**src/rtl/pgwalk_pkg.sv**
```systemverilog
package pgwalk_pkg;
  localparam int ADDR_W = 32;
  localparam int DOM_W  = 4;
  localparam int AP_W   = 8;
  localparam int CB_W   = 2;

  typedef enum logic [2:0] {
    ST_IDLE, ST_L1_REQ, ST_L1_WAIT, ST_L2_REQ, ST_L2_WAIT, ST_DONE
  } walk_state_e;

  typedef enum logic [1:0] {
    L1_FAULT = 2'b00, L1_COARSE = 2'b01, L1_SECTION = 2'b10, L1_FINE = 2'b11
  } l1_kind_e;

  typedef enum logic [1:0] {
    L2_FAULT = 2'b00, L2_LARGE = 2'b01, L2_SMALL = 2'b10, L2_TINY = 2'b11
  } l2_kind_e;

  typedef struct packed {
    logic              fault;
    logic [ADDR_W-1:0] pa;
    logic [DOM_W-1:0]  dom;
    logic [AP_W-1:0]   ap;
    logic [CB_W-1:0]   cb;
  } walk_result_t;
endpackage

```
**src/rtl/pgwalk_addr.sv**
```systemverilog
module pgwalk_addr
  import pgwalk_pkg::*;
(
  input  logic              second_lvl_i,
  input  logic              fine_tbl_i,
  input  logic [ADDR_W-1:0] ttb_i,
  input  logic [ADDR_W-1:0] tbl_desc_i,
  input  logic [ADDR_W-1:0] va_i,
  output logic [ADDR_W-1:0] addr_o
);
  logic [ADDR_W-1:0] l1_addr, coarse_addr, fine_addr;

  always_comb begin
    l1_addr     = {ttb_i[31:14], va_i[31:20], 2'b00};
    coarse_addr = {tbl_desc_i[31:10], va_i[19:12], 2'b00};
    fine_addr   = {tbl_desc_i[31:12], va_i[19:10], 2'b00};
    if (!second_lvl_i)   addr_o = l1_addr;
    else if (fine_tbl_i) addr_o = fine_addr;
    else                 addr_o = coarse_addr;
  end
endmodule

```
**src/rtl/pgwalk_decode.sv**
```systemverilog
module pgwalk_decode
  import pgwalk_pkg::*;
(
  input  logic              second_lvl_i,
  input  logic [ADDR_W-1:0] desc_i,
  input  logic [ADDR_W-1:0] va_i,
  input  logic [DOM_W-1:0]  l1_dom_i,
  output logic              leaf_o,
  output walk_result_t      res_o
);
  always_comb begin
    res_o  = '0;
    leaf_o = 1'b1;
    if (!second_lvl_i) begin
      unique case (l1_kind_e'(desc_i[1:0]))
        L1_FAULT:   res_o.fault = 1'b1;
        L1_SECTION: begin
          res_o.pa  = {desc_i[31:20], va_i[19:0]};
          res_o.dom = desc_i[8:5];
          res_o.ap  = {{(AP_W-2){1'b0}}, desc_i[11:10]};
          res_o.cb  = desc_i[3:2];
        end
        L1_COARSE, L1_FINE: leaf_o = 1'b0;
      endcase
    end else begin
      unique case (l2_kind_e'(desc_i[1:0]))
        L2_FAULT: res_o.fault = 1'b1;
        L2_LARGE: begin
          res_o.pa = {desc_i[31:16], va_i[15:0]};
          res_o.ap = desc_i[11:4];
        end
        L2_SMALL: begin
          res_o.pa = {desc_i[31:12], va_i[11:0]};
          res_o.ap = desc_i[11:4];
        end
        L2_TINY: begin
          res_o.pa = {desc_i[31:10], va_i[9:0]};
          res_o.ap = {{(AP_W-2){1'b0}}, desc_i[5:4]};
        end
      endcase
      if (desc_i[1:0] != 2'b00) begin
        res_o.dom = l1_dom_i;
        res_o.cb  = desc_i[3:2];
      end
    end
  end
endmodule

```
**src/rtl/pgwalk_top.sv**
```systemverilog
module pgwalk_top
  import pgwalk_pkg::*;
(
  input  logic              clk_i,
  input  logic              rst_ni,
  input  logic [ADDR_W-1:0] ttb_i,
  input  logic              req_valid_i,
  output logic              req_ready_o,
  input  logic [ADDR_W-1:0] req_va_i,
  output logic              busy_o,
  output logic              done_o,
  output logic              fault_o,
  output logic [ADDR_W-1:0] pa_o,
  output logic [DOM_W-1:0]  dom_o,
  output logic [AP_W-1:0]   ap_o,
  output logic [CB_W-1:0]   cb_o,
  output logic              mem_req_valid_o,
  input  logic              mem_req_ready_i,
  output logic [ADDR_W-1:0] mem_addr_o,
  input  logic              mem_rsp_valid_i,
  input  logic [ADDR_W-1:0] mem_rsp_data_i
);
  walk_state_e       state_q;
  logic [ADDR_W-1:0] va_q, ttb_q, l1_desc_q;
  walk_result_t      res_q, dec_res;
  logic              dec_leaf;

  pgwalk_addr u_addr (
    .second_lvl_i (state_q == ST_L2_REQ),
    .fine_tbl_i   (l1_desc_q[1:0] == 2'b11),
    .ttb_i        (ttb_q),
    .tbl_desc_i   (l1_desc_q),
    .va_i         (va_q),
    .addr_o       (mem_addr_o)
  );

  pgwalk_decode u_dec (
    .second_lvl_i (state_q == ST_L2_WAIT),
    .desc_i       (mem_rsp_data_i),
    .va_i         (va_q),
    .l1_dom_i     (l1_desc_q[8:5]),
    .leaf_o       (dec_leaf),
    .res_o        (dec_res)
  );

  always_ff @(posedge clk_i) begin
    if (!rst_ni) begin
      state_q   <= ST_IDLE;
      va_q      <= '0;
      ttb_q     <= '0;
      l1_desc_q <= '0;
      res_q     <= '0;
    end else begin
      unique case (state_q)
        ST_IDLE: if (req_valid_i) begin
          va_q    <= req_va_i;
          ttb_q   <= ttb_i;
          state_q <= ST_L1_REQ;
        end
        ST_L1_REQ: if (mem_req_ready_i) state_q <= ST_L1_WAIT;
        ST_L1_WAIT: if (mem_rsp_valid_i) begin
          l1_desc_q <= mem_rsp_data_i;
          if (dec_leaf) begin
            res_q   <= dec_res;
            state_q <= ST_DONE;
          end else begin
            state_q <= ST_L2_REQ;
          end
        end
        ST_L2_REQ: if (mem_req_ready_i) state_q <= ST_L2_WAIT;
        ST_L2_WAIT: if (mem_rsp_valid_i) begin
          res_q   <= dec_res;
          state_q <= ST_DONE;
        end
        ST_DONE: state_q <= ST_IDLE;
        default: state_q <= ST_IDLE;
      endcase
    end
  end

  assign req_ready_o     = (state_q == ST_IDLE);
  assign busy_o          = (state_q != ST_IDLE);
  assign done_o          = (state_q == ST_DONE);
  assign mem_req_valid_o = (state_q == ST_L1_REQ) || (state_q == ST_L2_REQ);
  assign fault_o         = res_q.fault;
  assign pa_o            = res_q.pa;
  assign dom_o           = res_q.dom;
  assign ap_o            = res_q.ap;
  assign cb_o            = res_q.cb;
endmodule

```
**config.mk**
```make
export PLATFORM = sky130hd
export DESIGN_NAME = pgwalk_top
export DESIGN_NICKNAME = d
export VERILOG_FILES = /design/src/rtl/pgwalk_pkg.sv /design/src/rtl/pgwalk_addr.sv /design/src/rtl/pgwalk_decode.sv /design/src/rtl/pgwalk_top.sv
export SDC_FILE = /design/constraint.sdc
export NUM_CORES = 1
export LEC_CHECK = 0
export BUFFER_PORTS_ARGS = -buffer_cell sky130_fd_sc_hd__buf_2
export CORE_UTILIZATION = 50
export DETAILED_ROUTE_END_ITERATION = 6
export HOLD_SLACK_MARGIN = 0.06
export PLACE_DENSITY = 0.87
export SLEW_MARGIN = 20
export SYNTH_ARGS = -nofsm -noshare
export SYNTH_HDL_FRONTEND = slang
export SYNTH_SLANG_ARGS = --single-unit
```
**constraint.sdc**
```tcl
create_clock -name clk_i -period 1.7 [get_ports clk_i]
set_input_delay 0.085 -clock clk_i [delete_from_list [all_inputs] [get_ports clk_i]]
set_output_delay 0.085 -clock clk_i [all_outputs]
set_load 0.05 [all_outputs]
```
Yosys cells after proc, flatten, opt, wreduce, memory -nomap -nowiden:

Cells that the tools add are included.

* equal/unequal tests: 15
* mux-type cells: 22
* reductions and logical operators: 12

Operators by type and width (count)
* 47-bit two-way mux: 3
* 32-bit case mux with 3 select lines: 1
* 47-bit case mux with 2 select lines: 1
* 46-bit two-way mux: 2
* 32-bit two-way mux: 1
* 3-bit two-way mux: 6
* 8-bit case mux with 2 select lines: 1
* 3-bit case mux with 5 select lines: 1
* 12-bit two-way mux: 1
* 2-bit != test (second input constant): 6
* 2-bit == test (second input constant): 3
* 3-bit by 2-bit == test with 1-bit output (second input constant): 2
* 3-bit == test (second input constant): 2
* 5-bit AND reduction: 1
* 4-bit two-way mux: 1
* 2-bit AND reduction: 2
* 4-bit AND reduction: 1
* 2-bit nonzero test: 2
* 2-bit OR reduction: 2
* 3-bit by 1-bit == test with 1-bit output (second input constant): 1
* 3-bit zero test: 1
* 1-bit two-way mux: 3
* 3-bit nonzero test: 1
* 2-bit by 1-bit == test with 1-bit output (second input constant): 1
* other kinds (3): 3

* input port bits: 101
* logic and storage cells: 58
* output and inout port bits: 83
* register bits after elaboration: 146

Depth between registers and ports, before layout:

* depth after elaboration: 7
* mapped depth: 7
* mapped depth without buffers: 6

By module:

From an unflattened synthesis, not the netlist that was laid out.

* cells, all modules: 821
* area total of the unflattened synthesis: 7265.7 µm²

Modules (own cells, without submodules)
* pgwalk_top: seq. area each 2922.8 µm², area an instance 6070.8 µm², cells an instance 688, times used 1
* pgwalk_decode: seq. area each 0.0 µm², area an instance 604.3 µm², cells an instance 75, times used 1
* pgwalk_addr: seq. area each 0.0 µm², area an instance 590.6 µm², cells an instance 58, times used 1

Worst setup path after synthesis:

OpenSTA, ideal clock, no wires.

* path type: register -> output
* start point: register state_q[0]
* end point: output mem_addr_o[10]
* stages on the path, launching flop included: 5
* required time: 1.615 ns
* setup slack: -0.986 ns
* data arrival time: 2.601 ns
* buffers on the path: 1
* cell sequence: dfxtp_1 > nor2b_1 > nand2_1 > clkbuf_1 > o21ai_0

* word-level cells in the longest chain between the ends: 2

RTL lines
* start: declaration: RTL line pgwalk_top.sv:23 `walk_state_e state_q;`
* start signal: assignment: RTL line pgwalk_top.sv:48 `state_q <= ST_IDLE;`
* start signal: assignment: RTL line pgwalk_top.sv:58 `state_q <= ST_L1_REQ;`
* start signal: assignment: RTL line pgwalk_top.sv:60 `ST_L1_REQ: if (mem_req_ready_i) state_q <= ST_L1_WAIT;`
* 3-bit by 2-bit == test with 1-bit output: RTL line pgwalk_top.sv:29 `.second_lvl_i (state_q == ST_L2_REQ),`
* 32-bit two-way mux: RTL line pgwalk_addr.sv:17 `if (!second_lvl_i) addr_o = l1_addr;`
* end: declaration: RTL line pgwalk_top.sv:19 `output logic [ADDR_W-1:0] mem_addr_o,`

No other way between the ends.

Final worst setup path:

* start point: register state_q[0]
* end point: output mem_addr_o[4]

Same word-level chain as after synthesis.

==> impl_metrics.env <==
export IMPL_drv_slew=0
export IMPL_synth_seq_cells=128
export IMPL_synth_area_per_cell_sq_um=8.93
export IMPL_numCtsBuffers=17
export IMPL_die_area_sq_um=11400
export IMPL_vias_per_cell=5.91
export IMPL_grt_setup_unrepaired="true"
export IMPL_cts_tree="done"
export IMPL_outcome="finished with violations"
export IMPL_start_kind="register"
export IMPL_cts_htree_levels=4
export IMPL_finalSetupViolCount=106
export IMPL_critical_path_arrival_ps=1830
export IMPL_max_freq_mhz=521
export IMPL_cap_violations=0
export IMPL_antenna_found_initial=0
export IMPL_worstPathRequired_ps=1620
export IMPL_ir_drop_mv=0.815
export IMPL_yosysWarnings=0
export IMPL_root_buffer="clkbuf_8"
export IMPL_timing_final_ws_setup_ps=-219
export IMPL_core_sq_um=10500
export IMPL_pre_cts_ws_ps=-64.7
export IMPL_drive_gt1_share_pct=37.7
export IMPL_power_density_nw_per_um2=912
export IMPL_grt_pass1_vias=5824
export IMPL_worst_slew_pin_transition_ps=553
export IMPL_synthArstFlopShare_pct=0
export IMPL_synth_top_flop_cell="dfxtp_1"
export IMPL_final_cell_area_sq_um=8940
export IMPL_routed_wl_mm=22.6
export IMPL_synth_cells=613
export IMPL_netlist_area_sq_um=5470
export IMPL_static_leakage_power_nw=3.91
export IMPL_ant_nets=0
export IMPL_io_buffers=167
export IMPL_skew_ps=8.90
export IMPL_dr_pass1_iters=5
export IMPL_diodes=0
export IMPL_worstPathMaxFanout=5
export IMPL_clock_sinks=128
export IMPL_grtUsageTotal_pct=34.2
export IMPL_synth_edf_count=0
export IMPL_ioPinCount=184
export IMPL_placed_area_sq_um=6570
export IMPL_hpwl_mm=10.4
export IMPL_hp_class="in2reg"
export IMPL_grt_max_degree=62
export IMPL_synth_seq_area_share_pct=46.8
export IMPL_gp_congestion=0.840
export IMPL_fp_row_count=37
export IMPL_worstSetupEndpointType="output port"
export IMPL_violations="setup timing"
export IMPL_final_hold_viol_count=0
export IMPL_fp_dieH_um=107
export IMPL_nets=998
export IMPL_min_period_ps=1920
export IMPL_criticalPathCategory="reg2out"
export IMPL_grt_pass1_wl_mm=29.6
export IMPL_clockBufferDepth=2
export IMPL_start_util_pct=52.3
export IMPL_finalCritPeriodShare_pct=113
export IMPL_clk_pin_slew_ps=60
export IMPL_slew_headroom_pct=63.2
export IMPL_grt_overflow=0
export IMPL_routedWlPerCell_um=21.7
export IMPL_via_count=6148
export IMPL_drc=0
export IMPL_clk_latency_ps=530
export IMPL_drt_iter0_drc=666
export IMPL_fp_dieW_um=107
export IMPL_ys_types=42
export IMPL_areaGrowthSynthToFinish_pct=63.4
[sequential cells by signal, summed over array words and instances (netlist names)]
name	cells
ap_o	8
cb_o	2
dom_o	4
fault_o	1
l1_desc_q	28
pa_o	32
state_q	3
ttb_q	18
va_q	32
[path summary, 6_finish.rpt]
check,startpoint,endpoint,slack (ps),depth (start not counted)
hold reg to reg,ttb_q[31],ttb_q[31],450,2
setup reg to reg,state_q[2],va_q[5],-120,8
setup / recovery,state_q[0],mem_addr_o[4],-220,6
hold / removal,req_valid_i,ttb_q[31],110,5
[timing repair]
item                                    CTS  global route
hold buffers                             85             0
endpoints found under the hold margin   117             0
endpoints found under the setup margin   60           119
pin swaps                                 5            27
buffers inserted                         11             6
gates resized for setup                  95           109
cloned                                    5             8
[layout by cell type, fill, tap and decap left out, types with 17 or more instances in the layout]
master,count
a22o_1,21
buf_6,42
buf_4,22
a21boi_1,66
nand2_1,168
nor2_1,17
clkbuf_16,22
mux2_2,20
buf_2,134
dfxtp_1,125
dlygate4sd3_1,85
[cells in the mapped netlist, types with 7 or more instances]
master	count	share of area [%]
clkbuf_1	19	1.3
a21boi_0	55	7.5
buf_2	17	1.6
a221oi_1	14	2.2
o21ai_0	29	2.7
o21a_1	7	0.96
nand2_1	181	12
a22o_1	21	3.4
mux2_2	20	4.1
nor2_1	18	1.2
a21boi_1	30	4.1
mux2i_1	11	2.0
dfxtp_1	128	47
nand3_1	8	0.73
[routing by layer]
metal / up-vias / track usage, % / wire, um
met3: 123 / 7.36 / 2030
li1: 2662 / - / -
met1: 2888 / 37.6 / 7950
met4: 0 / 20.0 / 1370
met5: - / 0 / 0
met2: 475 / 60.6 / 11200
[metrics by stage]
step	TNS [ps]	utilization, %	hold slack (ps)	cells	power [mW]
3_5_place_dp	-256	62.8	320	895	4.32
4_1_cts	-5310	81.0	119	1028	7.83
5_1_grt	-14980	85.5	120	1041	8.35
3_3_place_gp	0	62.8	314	895	4.29
6_report	-9770	85.5	107	1041	8.15
2_1_floorplan	-299	-	200	614	3.98
[report_power, final]
group / switching, mW / internal (mW) / leakage (nW)
Combinational: 0.921 / 0.702 / 2.61
Clock: 1.37 / 1.94 / 0.256
Sequential: 0.101 / 3.12 / 1.04
[cell families (layout without fill, tap and decap cells)]
family | count (synthesis) | in the layout | synth area share (%)
adder cells (fa/ha/maj) | 5 | 5 | 1.14
buffers and inverters | 51 | 341 | 4.92
multiplexers | 31 | 31 | 6.13
AND/OR/NAND/NOR | 229 | 230 | 18.2
AO/OA/AOI/OAI | 168 | 168 | 22.7
other | 1 | 2 | 0.0685
flip-flops | 128 | 128 | 46.8
[critical path: stages (launching register included)]
cell and delay, ps:
dfxtp_2 340, nor2b_4 210, nand2_8 110, buf_12 150, buf_16 140, o21ai_4 170, buf_6 190
[cell type report]
| type | count | area (sq um) |
|---|---|---|
| clock inverters | 9 | 58.8 |
| well taps | 136 | 170 |
| clock buffers | 23 | 477 |
| repair buffers | 305 | 2630 |
| inverters | 4 | 15.0 |
| multi-input cells | 436 | 3020 |
| fillers | 476 | 1520 |
| flip-flops and latches | 128 | 2570 |
No activity file was read; power rests on OpenSTA's default activity.
